<file path="src/rtl/rxsilo_pkg.sv">
package rxsilo_pkg;
  localparam int unsigned LINE_W = 4;
  localparam int unsigned CHAR_W = 8;
  localparam int unsigned ENT_W  = 3 + LINE_W + CHAR_W;

  typedef logic [ENT_W-1:0] entry_t;

  function automatic entry_t pack_data(input logic ovr, input logic fe, input logic pe,
                                       input logic [LINE_W-1:0] ln,
                                       input logic [CHAR_W-1:0] ch);
    return {ovr, fe, pe, ln, ch};
  endfunction

  function automatic entry_t pack_stat(input logic [LINE_W-1:0] ln, input logic diag,
                                       input logic [CHAR_W-2:0] val);
    return {3'b111, ln, diag, val};
  endfunction
endpackage

</file>
<file path="src/rtl/rxsilo_fifo.sv">
module rxsilo_fifo #(
  parameter int unsigned W     = 15,
  parameter int unsigned DEPTH = 64
) (
  input  logic                       clk,
  input  logic                       rst_n,
  input  logic                       flush,
  input  logic                       wr,
  input  logic [W-1:0]               wdata,
  input  logic                       rd,
  output logic [W-1:0]               rdata,
  output logic [$clog2(DEPTH):0]     count,
  output logic                       empty,
  output logic                       full
);
  localparam int unsigned AW = $clog2(DEPTH);

  logic [W-1:0]  mem [DEPTH];
  logic [AW-1:0] wp_q, wp_n, rp_q, rp_n;
  logic [AW:0]   cnt_q, cnt_n;
  logic          wr_ok, rd_ok;

  assign empty = (cnt_q == '0);
  assign full  = (cnt_q == (AW+1)'(DEPTH));
  assign count = cnt_q;
  assign rdata = mem[rp_q];

  always_comb begin
    wr_ok = wr & ~full & ~flush;
    rd_ok = rd & ~empty & ~flush;
    wp_n  = wp_q;
    rp_n  = rp_q;
    cnt_n = cnt_q;
    if (flush) begin
      wp_n  = '0;
      rp_n  = '0;
      cnt_n = '0;
    end else begin
      if (wr_ok) wp_n = (wp_q == AW'(DEPTH-1)) ? '0 : wp_q + 1'b1;
      if (rd_ok) rp_n = (rp_q == AW'(DEPTH-1)) ? '0 : rp_q + 1'b1;
      case ({wr_ok, rd_ok})
        2'b10:   cnt_n = cnt_q + 1'b1;
        2'b01:   cnt_n = cnt_q - 1'b1;
        default: cnt_n = cnt_q;
      endcase
    end
  end

  always_ff @(posedge clk) begin
    if (wr_ok) mem[wp_q] <= wdata;
  end

  always_ff @(posedge clk or negedge rst_n) begin
    if (!rst_n) begin
      wp_q  <= '0;
      rp_q  <= '0;
      cnt_q <= '0;
    end else begin
      wp_q  <= wp_n;
      rp_q  <= rp_n;
      cnt_q <= cnt_n;
    end
  end


  depth_bound_chk: assert property (@(posedge clk) disable iff (!rst_n)
    cnt_q <= (AW+1)'(DEPTH));


  empty_hold_chk: assert property (@(posedge clk) disable iff (!rst_n)
    (empty && !wr) |=> empty);


  full_drop_chk: assert property (@(posedge clk) disable iff (!rst_n)
    (full && !rd && !flush) |=> full);
endmodule

</file>
<file path="src/rtl/rxsilo_timer.sv">
module rxsilo_timer #(
  parameter int unsigned TICK_DIV = 250000,
  parameter int unsigned TW       = 8
) (
  input  logic          clk,
  input  logic          rst_n,
  input  logic [TW-1:0] timo,
  input  logic          start,
  input  logic          clear,
  output logic          expire
);
  localparam int unsigned PW = (TICK_DIV > 1) ? $clog2(TICK_DIV) : 1;

  logic [PW-1:0] pre_q, pre_n;
  logic [TW-1:0] ms_q, ms_n;
  logic          run_q, run_n;
  logic          exp_q, exp_n;
  logic          tick;

  assign tick   = (pre_q == PW'(TICK_DIV-1));
  assign expire = exp_q;

  always_comb begin
    pre_n = tick ? '0 : pre_q + 1'b1;
    exp_n = run_q & ~clear & (timo >= TW'(2)) & (ms_q == timo);
    run_n = run_q;
    ms_n  = ms_q;
    if (clear) begin
      run_n = 1'b0;
      ms_n  = '0;
    end else if (start) begin
      run_n = 1'b1;
      ms_n  = '0;
    end else if (run_q) begin
      if (exp_n) run_n = 1'b0;
      else if (tick) ms_n = ms_q + 1'b1;
    end
  end

  always_ff @(posedge clk or negedge rst_n) begin
    if (!rst_n) begin
      pre_q <= '0;
      ms_q  <= '0;
      run_q <= 1'b0;
      exp_q <= 1'b0;
    end else begin
      pre_q <= pre_n;
      ms_q  <= ms_n;
      run_q <= run_n;
      exp_q <= exp_n;
    end
  end


  timo_mode_chk: assert property (@(posedge clk) disable iff (!rst_n)
    $rose(exp_q) |-> $past(timo) >= TW'(2));


  expire_pulse_chk: assert property (@(posedge clk) disable iff (!rst_n)
    exp_q |=> !exp_q);
endmodule

</file>
<file path="src/rtl/rxsilo_selftest.sv">
module rxsilo_selftest #(
  parameter int unsigned NCODES = 8,
  parameter int unsigned CW     = 7
) (
  input  logic          clk,
  input  logic          rst_n,
  input  logic          start,
  output logic          busy,
  output logic          wr,
  output logic [CW-1:0] code,
  output logic          done
);
  localparam int unsigned IW = (NCODES > 1) ? $clog2(NCODES) : 1;

  logic          busy_q, busy_n;
  logic [IW-1:0] idx_q, idx_n;
  logic          last;

  assign last = (idx_q == IW'(NCODES-1));
  assign busy = busy_q;
  assign wr   = busy_q;
  assign code = CW'(idx_q);
  assign done = busy_q & last;

  always_comb begin
    busy_n = busy_q;
    idx_n  = idx_q;
    if (start) begin
      busy_n = 1'b1;
      idx_n  = '0;
    end else if (busy_q) begin
      if (last) busy_n = 1'b0;
      else      idx_n  = idx_q + 1'b1;
    end
  end

  always_ff @(posedge clk or negedge rst_n) begin
    if (!rst_n) begin
      busy_q <= 1'b0;
      idx_q  <= '0;
    end else begin
      busy_q <= busy_n;
      idx_q  <= idx_n;
    end
  end


  code_range_chk: assert property (@(posedge clk) disable iff (!rst_n)
    busy_q |-> (idx_q <= IW'(NCODES-1)));


  start_busy_chk: assert property (@(posedge clk) disable iff (!rst_n)
    start |=> busy_q);
endmodule

</file>
<file path="src/rtl/mux_rx_silo.sv">
module mux_rx_silo
  import rxsilo_pkg::*;
#(
  parameter int unsigned DEPTH    = 64,
  parameter int unsigned TICK_DIV = 250000,
  parameter int unsigned NDIAG    = 8
) (
  input  logic              clk,
  input  logic              rst_n,
  input  logic              ch_valid,
  input  logic [LINE_W-1:0] ch_line,
  input  logic [CHAR_W-1:0] ch_data,
  input  logic              ch_perr,
  input  logic              ch_ferr,
  input  logic              mdm_valid,
  input  logic [LINE_W-1:0] mdm_line,
  input  logic              mdm_dcd,
  input  logic              cfg_rie,
  input  logic              timo_wr,
  input  logic [7:0]        timo_val,
  input  logic              mclr_start,
  output logic              mclr_busy,
  output logic              diag_fail,
  input  logic              rd_en,
  output logic [15:0]       rd_word,
  output logic              irq
);
  localparam int unsigned CNT_W     = $clog2(DEPTH) + 1;
  localparam int unsigned ALARM_LVL = (DEPTH * 3) / 4;

  logic [CNT_W-1:0] count;
  logic             empty, full, alarm;
  entry_t           rdata, wdata;
  logic             wr, wr_ok, is_stat, is_data, lost, pop, flush, accept;
  logic             st_busy, st_wr, st_done;
  logic [6:0]       st_code;
  logic             expire, tmr_start, tmr_clear, trig;
  logic [7:0]       timo_q, timo_n;
  logic             ovr_q, ovr_n, latch_q, latch_n;
  logic             chk_q, chk_n, fail_q, fail_n;

  assign accept = ~st_busy & ~chk_q & ~mclr_start;
  assign flush  = mclr_start & ~st_busy & ~chk_q;
  assign pop    = rd_en & accept;
  assign alarm  = (count >= CNT_W'(ALARM_LVL));

  rxsilo_fifo #(.W(ENT_W), .DEPTH(DEPTH)) i_fifo (
    .clk(clk), .rst_n(rst_n), .flush(flush), .wr(wr), .wdata(wdata),
    .rd(pop), .rdata(rdata), .count(count), .empty(empty), .full(full));

  rxsilo_timer #(.TICK_DIV(TICK_DIV), .TW(8)) i_timer (
    .clk(clk), .rst_n(rst_n), .timo(timo_q), .start(tmr_start),
    .clear(tmr_clear), .expire(expire));

  rxsilo_selftest #(.NCODES(NDIAG), .CW(7)) i_selftest (
    .clk(clk), .rst_n(rst_n), .start(flush), .busy(st_busy), .wr(st_wr),
    .code(st_code), .done(st_done));

  // entry selection: self-test, then modem record, then character
  always_comb begin
    wr      = 1'b0;
    wdata   = '0;
    is_stat = 1'b0;
    is_data = 1'b0;
    lost    = 1'b0;
    if (st_wr) begin
      wr      = 1'b1;
      is_stat = 1'b1;
      wdata   = pack_stat('0, 1'b1, st_code);
    end else if (accept) begin
      if (mdm_valid) begin
        wr      = 1'b1;
        is_stat = 1'b1;
        lost    = ch_valid;
        wdata   = pack_stat(mdm_line, 1'b0, {6'b0, mdm_dcd});
      end else if (ch_valid) begin
        wr      = 1'b1;
        is_data = 1'b1;
        wdata   = pack_data(ovr_q, ch_ferr, ch_perr & ~(ovr_q & ch_ferr), ch_line, ch_data);
      end
    end
    wr_ok = wr & ~full;
  end

  // next state: overrun marker, interrupt latch, timeout, self-test result
  always_comb begin
    tmr_start = wr_ok & empty;
    tmr_clear = flush | (empty & ~wr_ok);
    trig      = (wr_ok & (is_stat | (is_data & (timo_q == 8'd1)))) | expire;
    timo_n    = timo_wr ? timo_val : timo_q;

    if (flush)                   ovr_n = 1'b0;
    else if (lost | (wr & full)) ovr_n = 1'b1;
    else if (is_data & wr_ok)    ovr_n = 1'b0;
    else                         ovr_n = ovr_q;

    if (flush)      latch_n = 1'b0;
    else if (trig)  latch_n = 1'b1;
    else if (empty) latch_n = 1'b0;
    else            latch_n = latch_q;

    chk_n  = st_done;
    if (flush)      fail_n = 1'b0;
    else if (chk_q) fail_n = (count != CNT_W'(NDIAG));
    else            fail_n = fail_q;
  end

  always_ff @(posedge clk or negedge rst_n) begin
    if (!rst_n) begin
      timo_q  <= '0;
      ovr_q   <= 1'b0;
      latch_q <= 1'b0;
      chk_q   <= 1'b0;
      fail_q  <= 1'b0;
    end else begin
      timo_q  <= timo_n;
      ovr_q   <= ovr_n;
      latch_q <= latch_n;
      chk_q   <= chk_n;
      fail_q  <= fail_n;
    end
  end

  assign rd_word   = empty ? 16'h0000 : {1'b1, rdata};
  assign irq       = cfg_rie & ~empty & (latch_q | alarm);
  assign mclr_busy = st_busy | chk_q;
  assign diag_fail = fail_q;


  drop_marks_chk: assert property (@(posedge clk) disable iff (!rst_n)
    (wr && full && !st_wr) |=> ovr_q);


  collide_marks_chk: assert property (@(posedge clk) disable iff (!rst_n)
    (accept && mdm_valid && ch_valid) |=> ovr_q);


  status_req_chk: assert property (@(posedge clk) disable iff (!rst_n)
    (wr_ok && is_stat) |=> latch_q);


  flush_empties_chk: assert property (@(posedge clk) disable iff (!rst_n)
    flush |=> (count <= CNT_W'(1)) && mclr_busy);
endmodule

</file>
<file path="config.mk">
export PLATFORM = sky130hd
export DESIGN_NAME = mux_rx_silo
export DESIGN_NICKNAME = d
export VERILOG_FILES = /design/src/rtl/rxsilo_pkg.sv /design/src/rtl/rxsilo_fifo.sv /design/src/rtl/rxsilo_timer.sv /design/src/rtl/rxsilo_selftest.sv /design/src/rtl/mux_rx_silo.sv
export SDC_FILE = /design/constraint.sdc
export NUM_CORES = 1
export LEC_CHECK = 0
export ABC_AREA = 1
export CAP_MARGIN = 15
export CORE_ASPECT_RATIO = 0.7
export CORE_UTILIZATION = 40
export DETAILED_ROUTE_END_ITERATION = 12
export DONT_BUFFER_PORTS = 1
export HOLD_SLACK_MARGIN = 0.12
export SYNTH_ARGS = -nofsm -noshare
export SYNTH_HDL_FRONTEND = slang
export SYNTH_SLANG_ARGS = --single-unit
</file>
<file path="constraint.sdc">
create_clock -name clk -period 6.6 [get_ports clk]
set_input_delay 0.99 -clock clk [delete_from_list [all_inputs] [get_ports clk]]
set_output_delay 0.99 -clock clk [all_outputs]
set_load 0.05 [all_outputs]
</file>
==> impl_metrics.sql <==
INSERT INTO impl_metrics (metric_group, metric, value, unit) VALUES
('clock_tree', 'ctsResizeCount', '0', ''),
('sta', 'timing_max_transition_violations_final', '0', ''),
('clock_tree', 'clk_path_buf_depth', '3', ''),
('sta', 'finalSetupViolations', '0', ''),
('clock_tree', 'cts.hold.buffers_added', '1', ''),
('cells_and_area', 'multi_input_area', '10000', 'sq um'),
('setup_path', 'critical-path-slowest-cell', 'sky130_fd_sc_hd__inv_4', ''),
('placement', 'dp_worst_slack', '1.98', 'ns'),
('global_routing', 'globalRouteTotalUtil', '21.0', '%'),
('global_routing', 'grt_start_max_net_pins', '233', ''),
('sta', 'layout_worst_path_cycle_share', '82.5', '%'),
('yosys', 'synth.avg_cell_area', '12.7', 'sq um'),
('yosys', 'async_reset_ff_share', '6.16', '%'),
('floorplanning', 'floorplan.initialDensity', '40.6', '%'),
('setup_path', 'critical_path_peak_fanout', '66', ''),
('setup_path', 'worst_setup_path_end_kind', 'output pin', ''),
('floorplanning', 'chipWidth', '388', 'um'),
('sta', 'slew-limit-headroom', '27.7', '%'),
('global_routing', 'gr-total-overflow', '0', ''),
('setup_path', 'data_required_time_of_the_worst_path', '5.61', 'ns'),
('setup_path', 'crit_path_frequent_cell', 'sky130_fd_sc_hd__nand3_1', ''),
('drt', 'drt_drc_violations_left', '0', ''),
('power', 'sw_frac_of_total', '38.3', '%'),
('yosys', 'netlist_instances', '3272', ''),
('clock_tree', 'htreeDepth', '3', ''),
('hold_path', 'hp-class', 'in -> async', ''),
('cells_and_area', 'seqCellArea', '30400', 'sq um'),
('yosys', 'synthDistinctLibCells', '48', ''),
('power', 'power.share.clock', '26.1', '%'),
('yosys', 'synth_enable_flop_cells', '960', ''),
('floorplanning', 'die_area', '106000', 'sq um'),
('setup_path', 'crit_family', 'buffers and inverters', ''),
('drt', 'post_drt_wl_per_cell', '24.0', 'um'),
('global_routing', 'grt_pass1_vias', '25300', ''),
('power', 'power.net_switching', '7650', 'uW'),
('flow_run', 'max-cap-violations', '0', ''),
('placement', 'place.gp.congestion', '0.816', ''),
('setup_path', 'crit_path_launch_type', 'flip-flop', ''),
('setup_path', 'crit_path_buf_inv_count', '3', ''),
('sta', 'finalHoldViolations', '0', ''),
('clock_tree', 'cts_buffers', '93', ''),
('cells_and_area', 'num-nets-final', '3314', ''),
('floorplanning', 'dieHeight', '272', 'um'),
('clock_tree', 'cts_tree', 'done', ''),
('floorplanning', 'core_area', '103000', 'sq um'),
('cells_and_area', 'area_growth_syn_to_layout', '11.1', '%'),
('yosys', 'ys.warnings.count', '0', ''),
('floorplanning', 'num_io_pins', '54', ''),
('clock_tree', 'worstSkewPairLatency', '0.70', 'ns'),
('drt', 'route.final.wire_length', '113000', 'um'),
('clock_tree', 'cts.clk_slew.worst_paths', '0.07', 'ns'),
('cells_and_area', 'num-fill-cells', '9198', ''),
('drt', 'firstDrtPassIters', '7', ''),
('power', 'power_per_unit_of_standard_cell_area', '431', 'nW/um^2'),
('drt', 'vias_per_cell', '5.75', ''),
('yosys', 'synth.cell_area', '41700', 'sq um'),
('sta', 'fmax', '0.184', 'GHz'),
('drt', 'drt_iter0_markers', '2801', ''),
('sta', 'finClkSkew', '0.0306', 'ns'),
('clock_tree', 'postCtsSetupRepairBufs', '0', ''),
('global_routing', 'grt_antenna_before_repair', '0', ''),
('power', 'seqPwrFrac', '41.1', '%'),
('power', 'intPower', '12300', 'uW'),
('drt', 'vias', '27000', ''),
('sta', 'min_period', '5.44', 'ns'),
('status', 'outcome', 'complete, no violations', ''),
('power', 'comb_power_share', '32.8', '%'),
('yosys', 'synthFlopType', 'sky130_fd_sc_hd__edfxtp_1', ''),
('yosys', 'synth-seq-cells', '1023', ''),
('clock_tree', 'clkSinkCount', '1023', ''),
('floorplanning', 'placementRows', '98', '');
[logic make-up (layout without fill, tap and decap cells)]
group           after synthesis  count (layout)  synth area share [%]
simple gates               1140            1140                  11.7
flops                      1023            1023                  72.9
compound gates              782             782                  11.4
buf+inv                     300             372                  3.35
xor+xnor                     19              19                 0.399
fa+ha+maj                     8               8                 0.240
other cells                   0               1                     0
[through the flow]
| step | total power [uW] | util [%] | hold slack, ns | area, sq um | std cells |
|---|---|---|---|---|---|
| floorplan | 12400 | - | 0.433 | 41700 | 3272 |
| global placement | 14700 | 42.3 | 0.448 | 43500 | 4525 |
| detailed placement | 14800 | 42.3 | 0.454 | 43500 | 4525 |
| CTS | 20000 | 45.1 | 0.150 | 46300 | 4694 |
| global route | 20800 | 45.1 | 0.165 | 46300 | 4694 |
| finish | 20000 | 45.1 | 0.170 | 46300 | 4695 |
[metal layers]
| metal | GRT usage (%) | up-vias | part of all wire, % |
|---|---|---|---|
| li1 | - | 12200 | - |
| met1 | 32.7 | 13500 | 47 |
| met2 | 28.8 | 1182 | 41 |
| met3 | 6.04 | 112 | 11 |
| met4 | 4.52 | 0 | 1.5 |
| met5 | 0 | - | 0 |
[path summary, 6_finish.rpt]
kind                                                to  slack [ns]                        from  cells after the start
min in group clk                 timo_q[7]$_DFFE_PN0P_        0.40                     timo_wr                      1
setup reg to reg           i_fifo.mem[20][9]$_DFFE_PP_        2.81   i_selftest.busy$_DFF_PN0_                      7
max in group asynchronous   i_fifo.rp_q[0]$_DFFE_PN0P_        6.13                       rst_n                      1
hold / removal             i_fifo.count[4]$_DFFE_PN0P_        0.17                       rst_n                      1
hold reg to reg             i_timer.pre_q[0]$_DFF_PN0_        0.46  i_timer.pre_q[0]$_DFF_PN0_                      1
setup / recovery                            rd_word[0]        1.16  i_fifo.rp_q[2]$_DFFE_PN0P_                      7
[power by group through the flow]
stage | Sequential, uW | Combinational (uW) | Clock (uW)
CTS | 8200 | 6470 | 5280
global route | 8240 | 7050 | 5500
finish | 8200 | 6560 | 5220
global placement | 8330 | 6390 | 0
floorplan | 8230 | 4200 | 0
detailed placement | 8340 | 6440 | 0
[Yosys cell counts, drive strengths merged (15+ instances only)]
library cell / number / area share [%]
nand2: 217 / 2.1
o211ai: 45 / 0.81
xor2: 15 / 0.31
dfrtp: 63 / 3.8
edfxtp: 960 / 69
buf: 115 / 1.7
nand3: 266 / 3.2
nor2: 616 / 5.7
o21ai: 479 / 5.8
clkbuf: 99 / 0.91
inv: 81 / 0.74
nand4: 17 / 0.35
o221ai: 165 / 3.5
a21oi: 59 / 0.71
o31ai: 16 / 0.29
[sequential cells by signal (all words and copies together) (netlist names), 3 cells and up]
signal            count
i_timer.ms_q          8
i_fifo.rp_q           6
i_selftest.idx_q      3
i_timer.pre_q        18
timo_q                8
i_fifo.count          7
i_fifo.mem          960
i_fifo.wp_q           6
[layout make-up]
type	instances	share of cell area [%]
Antenna cell	1	0.00540
Clock inverter	45	0.743
Inverter	86	0.759
Tap cell	1350	3.65
Timing Repair Buffer	118	2.15
Multi-Input combinational cell	1949	21.7
Clock buffer	123	5.40
Sequential cell	1023	65.6
[layout by cell type (no fill, tap or decap), types with 13 or more instances in the layout]
cell,n
sky130_fd_sc_hd__edfxtp_1,960
sky130_fd_sc_hd__o21ai_1,50
sky130_fd_sc_hd__o211ai_1,45
sky130_fd_sc_hd__o221ai_1,165
sky130_fd_sc_hd__xor2_1,15
sky130_fd_sc_hd__dfrtp_1,59
sky130_fd_sc_hd__inv_1,72
sky130_fd_sc_hd__nand2_1,205
sky130_fd_sc_hd__clkbuf_16,94
sky130_fd_sc_hd__o21ai_0,416
sky130_fd_sc_hd__nor2_1,599
sky130_fd_sc_hd__a21oi_1,58
sky130_fd_sc_hd__clkbuf_1,25
sky130_fd_sc_hd__nand3_1,265
sky130_fd_sc_hd__clkinv_1,25
sky130_fd_sc_hd__clkinv_2,13
sky130_fd_sc_hd__o31ai_1,16
sky130_fd_sc_hd__buf_4,107
Power figures use the tool's default switching activity.
